<file path="src/rtl/bcs_pkg.sv">
package bcs_pkg;
  // Beat index width covers the longest burst (8 beats).
  localparam int BEAT_W = 3;
  localparam int OFFS_W = 3;

  typedef struct packed {
    logic load;   // accept a new burst
    logic step;   // advance to the next beat
    logic stop;   // final beat, return to idle
  } seqCtrl_t;
endpackage

</file>
<file path="src/rtl/bcs_ctrl.sv">
module bcs_ctrl
  import bcs_pkg::*;
(
  input  logic              clk,
  input  logic              rstN,
  input  logic              startStb,
  input  logic              blSel,
  output seqCtrl_t          ctrl,
  output logic [BEAT_W-1:0] beatIdx,
  output logic              busy,
  output logic              lastBeat
);
  localparam logic [BEAT_W-1:0] LAST4 = BEAT_W'(3);
  localparam logic [BEAT_W-1:0] LAST8 = BEAT_W'(7);

  logic bl8Q;

  // Final beat depends on the length latched at start.
  always_comb begin
    lastBeat = busy && (beatIdx == (bl8Q ? LAST8 : LAST4));
  end

  // Start strobes while busy are not accepted.
  always_comb begin
    ctrl.load = startStb && !busy;
    ctrl.step = busy && !lastBeat;
    ctrl.stop = lastBeat;
  end

  always_ff @(posedge clk) begin
    if (!rstN) begin
      busy    <= 1'b0;
      beatIdx <= '0;
      bl8Q    <= 1'b0;
    end else if (ctrl.load) begin
      busy    <= 1'b1;
      beatIdx <= '0;
      bl8Q    <= blSel;
    end else if (ctrl.step) begin
      beatIdx <= beatIdx + 1'b1;
    end else if (ctrl.stop) begin
      busy    <= 1'b0;
      beatIdx <= '0;
    end
  end
endmodule

</file>
<file path="src/rtl/bcs_datapath.sv">
module bcs_datapath
  import bcs_pkg::*;
#(
  parameter int COL_W = 10
) (
  input  logic              clk,
  input  logic              rstN,
  input  seqCtrl_t          ctrl,
  input  logic [COL_W-1:0]  startCol,
  input  logic              blSel,
  input  logic              interleaveSel,
  input  logic [BEAT_W-1:0] beatIdx,
  output logic [COL_W-1:0]  colOut
);
  logic [COL_W-1:0]  baseQ;
  logic              bl8Q;
  logic              ilvQ;
  logic [OFFS_W-1:0] startOff;
  logic [OFFS_W-1:0] seqOff;
  logic [OFFS_W-1:0] ilvOff;
  logic [OFFS_W-1:0] pickOff;

  // Latch address and mode with the accepted start.
  always_ff @(posedge clk) begin
    if (!rstN) begin
      baseQ <= '0;
      bl8Q  <= 1'b0;
      ilvQ  <= 1'b0;
    end else if (ctrl.load) begin
      baseQ <= startCol;
      bl8Q  <= blSel;
      ilvQ  <= interleaveSel;
    end
  end

  assign startOff = baseQ[OFFS_W-1:0];

  // Sequential: low pair counts modulo 4, bit 2 flips on the second half.
  always_comb begin
    seqOff[1:0] = startOff[1:0] + beatIdx[1:0];
    seqOff[2]   = startOff[2] ^ beatIdx[2];
  end

  // Interleaved: XOR of beat number into the offset.
  assign ilvOff  = startOff ^ beatIdx;
  assign pickOff = ilvQ ? ilvOff : seqOff;

  // Block bits above the burst size are held from the start column.
  always_comb begin
    colOut = baseQ;
    if (bl8Q) colOut[2:0] = pickOff;
    else      colOut[1:0] = pickOff[1:0];
  end
endmodule

</file>
<file path="src/rtl/burst_col_seq.sv">
module burst_col_seq
  import bcs_pkg::*;
#(
  parameter int COL_W = 10
) (
  input  logic             clk,
  input  logic             rstN,
  input  logic             startStb,
  input  logic [COL_W-1:0] startCol,
  input  logic             blSel,
  input  logic             interleaveSel,
  output logic [COL_W-1:0] colOut,
  output logic             colValid,
  output logic             colLast
);
  seqCtrl_t          ctrl;
  logic [BEAT_W-1:0] beatIdx;
  logic              busy;
  logic              lastBeat;

  bcs_ctrl u_ctrl (
    .clk      (clk),
    .rstN     (rstN),
    .startStb (startStb),
    .blSel    (blSel),
    .ctrl     (ctrl),
    .beatIdx  (beatIdx),
    .busy     (busy),
    .lastBeat (lastBeat)
  );

  bcs_datapath #(.COL_W(COL_W)) u_dp (
    .clk           (clk),
    .rstN          (rstN),
    .ctrl          (ctrl),
    .startCol      (startCol),
    .blSel         (blSel),
    .interleaveSel (interleaveSel),
    .beatIdx       (beatIdx),
    .colOut        (colOut)
  );

  assign colValid = busy;
  assign colLast  = lastBeat;
endmodule

</file>
<file path="config.mk">
export PLATFORM = sky130hd
export DESIGN_NAME = burst_col_seq
export DESIGN_NICKNAME = d
export VERILOG_FILES = /design/src/rtl/bcs_pkg.sv /design/src/rtl/bcs_ctrl.sv /design/src/rtl/bcs_datapath.sv /design/src/rtl/burst_col_seq.sv
export SDC_FILE = /design/constraint.sdc
export NUM_CORES = 1
export LEC_CHECK = 0
export BUFFER_PORTS_ARGS = -buffer_cell sky130_fd_sc_hd__buf_2
export CAP_MARGIN = 5
export CORE_ASPECT_RATIO = 0.8
export CORE_MARGIN = 1
export CORE_UTILIZATION = 48
export CTS_CLUSTER_SIZE = 28
export DETAILED_ROUTE_END_ITERATION = 8
export GPL_TIMING_DRIVEN = 0
export PLACE_DENSITY = 0.77
export SYNTH_ARGS = -nofsm -noshare
export SYNTH_HDL_FRONTEND = slang
export SYNTH_SLANG_ARGS = --single-unit
</file>
<file path="constraint.sdc">
create_clock -name clk -period 1.84 [get_ports clk]
set_input_delay 0.092 -clock clk [delete_from_list [all_inputs] [get_ports clk]]
set_output_delay 0.092 -clock clk [all_outputs]
set_load 0.01 [all_outputs]
</file>
# After elaboration in Yosys (flattened, before gate mapping)

Cells that the tools add are included.

Equal/unequal tests: 2
Mux-type cells: 8
Reduce and logical (&&, ||, !) cells: 9
Add/subtract/negate cells: 2
Bitwise logic cells: 3

Operators with widths:

| kind                  | number |
|---|---|
| $mux W3               | 4 |
| $mux W1               | 4 |
| $reduce_bool A2 Y1    | 2 |
| $add A3 B1 Y3 const B | 1 |
| $eq A3 B3 Y1          | 1 |
| $logic_and A1 B1 Y1   | 3 |
| $xor A3 B3 Y3         | 1 |
| $add A2 B2 Y2         | 1 |
| $logic_not A1 Y1      | 2 |
| $ne A2 B1 Y1 const B  | 1 |
| $reduce_and A2 Y1     | 1 |
| $reduce_or A2 Y1      | 1 |
| $not A1 Y1            | 1 |
| $xor A1 B1 Y1         | 1 |

Input port bits: 15
Register bits: 16
Output and inout port bits: 12

# Logic depth before layout (Yosys ltp)

Depth in word-level cells: 7
Mapped depth: 4

# By module

Synthesis repeated with hierarchy kept, for this count alone.

Cell total of the unflattened synthesis: 78
Area, all modules: 814.5 um^2

By module, submodules not included:

| module       | cells each | times used | sequential area each (um^2) | area each (um^2) |
|---|---|---|---|---|
| bcs_datapath | 52         | 1          | 240.2                       | 555.5 |
| bcs_ctrl     | 26         | 1          | 100.1                       | 259.0 |

# Worst setup path before layout

Ideal clock, no wire load.

Path kind: flip-flop to flip-flop
From: reg u_ctrl.busy
To: reg u_ctrl.bl8Q
Path slack: 825 ps
Setup time: 66 ps
Data required time: 1774 ps
Stages on the path, launching flop included: 5
Arrival time: 949 ps
Path buffers: 1
Cells stage by stage: dfxtp_1 > nand2b_4 > buf_8 > nand2_1 > a21boi_2

Cells in the longest elaborated chain, start to end: 2

RTL lines:

| element                  | RTL line       | RTL |
|---|---|---|
| start: declaration       | bcs_ctrl.sv:10 | `output logic busy,` |
| start signal: assignment | bcs_ctrl.sv:32 | `busy <= 1'b0;` |
| start signal: assignment | bcs_ctrl.sv:36 | `busy <= 1'b1;` |
| start signal: assignment | bcs_ctrl.sv:42 | `busy <= 1'b0;` |
| $logic_not A1 Y1         | bcs_ctrl.sv:25 | `ctrl.load = startStb && !busy;` |
| $logic_and A1 B1 Y1      | bcs_ctrl.sv:25 |  |
| end signal: assignment   | bcs_ctrl.sv:38 | `bl8Q <= blSel;` |
| end: declaration         | bcs_ctrl.sv:16 | `logic bl8Q;` |

Every way passes these cells.
A chain may end at the register's enable or synchronous reset.

# Worst setup path in the final report

From: reg u_ctrl.beatIdx[0]
To: out colOut[1]

Cells in the longest elaborated chain, start to end: 2

RTL lines:

| element                  | RTL line            | RTL |
|---|---|---|
| start: declaration       | bcs_ctrl.sv:9       | `output logic [BEAT_W-1:0] beatIdx,` |
| start signal: assignment | bcs_ctrl.sv:40      | `beatIdx <= beatIdx + 1'b1;` |
| $add A2 B2 Y2            | bcs_datapath.sv:40  | `seqOff[1:0] = startOff[1:0] + beatIdx[1:0];` |
| $mux W3                  | bcs_datapath.sv:46  | `assign pickOff = ilvQ ? ilvOff : seqOff;` |
| end: declaration         | burst_col_seq.sv:12 | `output logic [COL_W-1:0] colOut,` |

Every way passes these cells.

==> impl_results.md <==
* Gates resized, CTS repair at 0
* Layout Skew at 0.00574 ns
* Clock Latency Late Sink at 0.29 ns
* Number of antenna violations at the first check in global routing at 0
* Final clock period utilization by the worst path at 72.7%
* Via count normalized by instance count at 4.51
* Total global routing overflow at 0
* Maximum fanout count along the critical path at 4
* Setup TNS at 0 ns
* Crit path kind: reg2out
* Fill cell count at roughly 130
* EDFF count, synth at 0
* Number of global-route vias before repair at 479
* Count of final hold-check violations at 0
* Gate count of the mapped netlist at 87
* Leading cell type in the layout, fill and taps excluded: buf_2
* Synthesis Warnings at 0
* Clock transition at the registers of the reported paths at 0.09 ns
* Area growth from synthesis to final layout at 24.0%
* Data arrival, critical path at 1.25 ns
* Initial cell density of the core at 54.7%
* Aggregate global-route resource usage at 16.3%
* Htree depth at 1
* Number of buffers created by CTS at 3
* Largest net degree at the start of global routing at 11
* Final number of max-transition violations at 0
* Worst Hold Slack at 0.0385 ns
* Final Wtd Congestion at roughly 0.81
* Share of the yosys chip area belonging to registers at 39.8%
* Normalized max-slew margin at 77.4%
* First-pass detailed-route iteration total at 4
* Least-Margin Pin Slew at 0.339 ns
* Sequential cell area at 320 sq um
* Startpoint types: register
* Outcome: completed
* Top cells by area, synth: dfxtp_1 (40%), a21boi_2 (14%), nand2_1 (12%)
* Detailed-placement wirelength estimate at just under 1000 um
* Overall die width at 47.8 um
* Sinks on the clock net at 16
* Post-synthesis instance area at 805 sq um
* Tmin final at 1.34 ns
* Fraction of registers with async set/reset at 0%
* Placement Rows at 12
* Post-synthesis cell type with the largest combined area: dfxtp_1
* Post-placement cell count at approximately 130
* Area share of the largest cell type after synthesis at 39.8%
* FF+latch count, synth at 16
* Cell at the root of the clock tree: clkbuf_4
* Achievable Freq at ~0.75 GHz
* Most frequent cells in the layout: buf_2 (26), nand2_1 (25), dfxtp_1 (16)
* Met3 global-route usage at 8.41%
* WL per Instance at 9.48 um
* Overall routed net length at 1310 um
* Distinct cell type count of the synthesized netlist at 20
* Number of max-capacitance violations reported at 0
* Flip-flop cell with the highest count after synthesis: dfxtp_1
* Number of port buffers at 26
* CTS Hold Buffers Added at 0
* Met2 capacity usage during global routing at 27.0%
* Number of cells in the finished layout apart from fillers at about 140
* HP Class: in2reg
* GR Layer Usage met1 at 17.4%
* Number of nets in the synthesized netlist at ~100
* Power per Cell Area at 732 mW/mm^2
* Leak pwr at 0.454 nW
* Req. time, crit path at 1.75 ns
* Final-report setup violation count at 0
* Peak ir drop on the vdd network at 0.553 mV
* 1st-iter DRT viols at 6
* Final net count at 135
* Critical path capture point type: output pin
* Number of DRC violations after detailed routing at 0
* CTS tree: yes
* Fraction of layout cells with a size suffix above 1 at 46.2%
* Die area at roughly 0.0018 sq mm
* First-pass GRT wire length at around 2000 um
* Y dimension of the die at 38.6 um
* Number of buffers on the longest clock path at 2
* Buffers inserted by post-CTS timing repair at 0
* GRT busiest layer: met2
* Area used by multi-input combinational logic at around 400 sq um
* Antenna diodes at 0
* IO Pins at 27
* Antenna viol nets, final at 0
* Core region area at 0.00147 sq mm
* Avg Inst Size Synth at 9.25 sq um
* Via count at 622
* RSZ-0062 raised after global routing: false
==> metrics by stage <==
stage | utilization, % | total power, mW | instance area, sq um | worst slack (ns)
floorplan | - | 0.468 | 805 | 0.825
global placement | 65.3 | 0.509 | 961 | 0.796
detailed placement | 65.3 | 0.512 | 961 | 0.776
CTS | 67.8 | 0.745 | 997 | 0.484
global route | 67.8 | 0.770 | 997 | 0.402
finish | 67.8 | 0.730 | 997 | 0.502
==> routing by layer <==
metal / part of all wire, % / vias up
met5: 0 / -
met4: 0.84 / 0
met2: 42 / 25
met3: 8.7 / 2
met1: 48 / 255
li1: - / 340
==> path summary, 6_finish.rpt <==
path / to / slack [ns] / start / cells past startpoint
hold / removal: u_dp.baseQ[4]$_SDFFE_PN0P_ / 0.04 / startCol[4] / 3
setup / recovery: colOut[1] / 0.50 / u_ctrl.beatIdx[0]$_SDFFE_PP0P_ / 4
setup reg to reg: u_ctrl.bl8Q$_SDFFE_PN0P_ / 0.77 / u_ctrl.busy$_SDFFE_PN0P_ / 4
hold reg to reg: u_dp.baseQ[3]$_SDFFE_PN0P_ / 0.47 / u_dp.baseQ[3]$_SDFFE_PN0P_ / 2
==> area by class of cell <==
type | count | share of cell area (%)
Buffer | 11 | 8.28
Clock buffer | 4 | 3.64
Multi-Input combinational cell | 60 | 40.3
Sequential cell | 16 | 32.1
Tap cell | 21 | 2.63
Timing Repair Buffer | 26 | 13.0
==> sequential cells by signal (all words and copies together), names as in the netlist <==
name and count:
u_ctrl.beatIdx 3, u_ctrl.bl8Q 1, u_ctrl.busy 1, u_dp.baseQ 10, u_dp.ilvQ 1
==> synth_stat cells, types with 2 or more instances <==
cell type / count
nand2_1: 25
dfxtp_1: 16
a21boi_2: 10
buf_4: 8
xnor2_1: 4
a21boi_0: 3
nand3_1: 3
o21ai_0: 3
clkbuf_1: 2
ha_1: 2
nor2b_1: 2
==> where the power goes <==
part	leakage, nW	internal [mW]	switching, mW	total, mW
Combinational	0.301	0.0675	0.0553	0.123
Sequential	0.131	0.365	0.0136	0.378
Clock	0.0210	0.121	0.108	0.229
Total	0.454	0.553	0.177	0.730
==> worst max-delay path, cell delays in order (launching register included) <==
cell and delay, ns:
dfxtp_1 0.38, ha_1 0.17, nor2b_1 0.15, xnor2_1 0.12, buf_2 0.14
==> logic make-up (layout without fill, tap and decap cells) <==
group | count (synthesis) | in the layout | share of synthesized area, %
compound gates | 16 | 16 | 18.7
xor+xnor | 4 | 4 | 4.35
fa+ha+maj | 2 | 2 | 3.11
buf+inv | 11 | 41 | 10.3
flops | 16 | 16 | 39.8
simple gates | 38 | 38 | 23.8
Power figures use the tool's default switching activity.
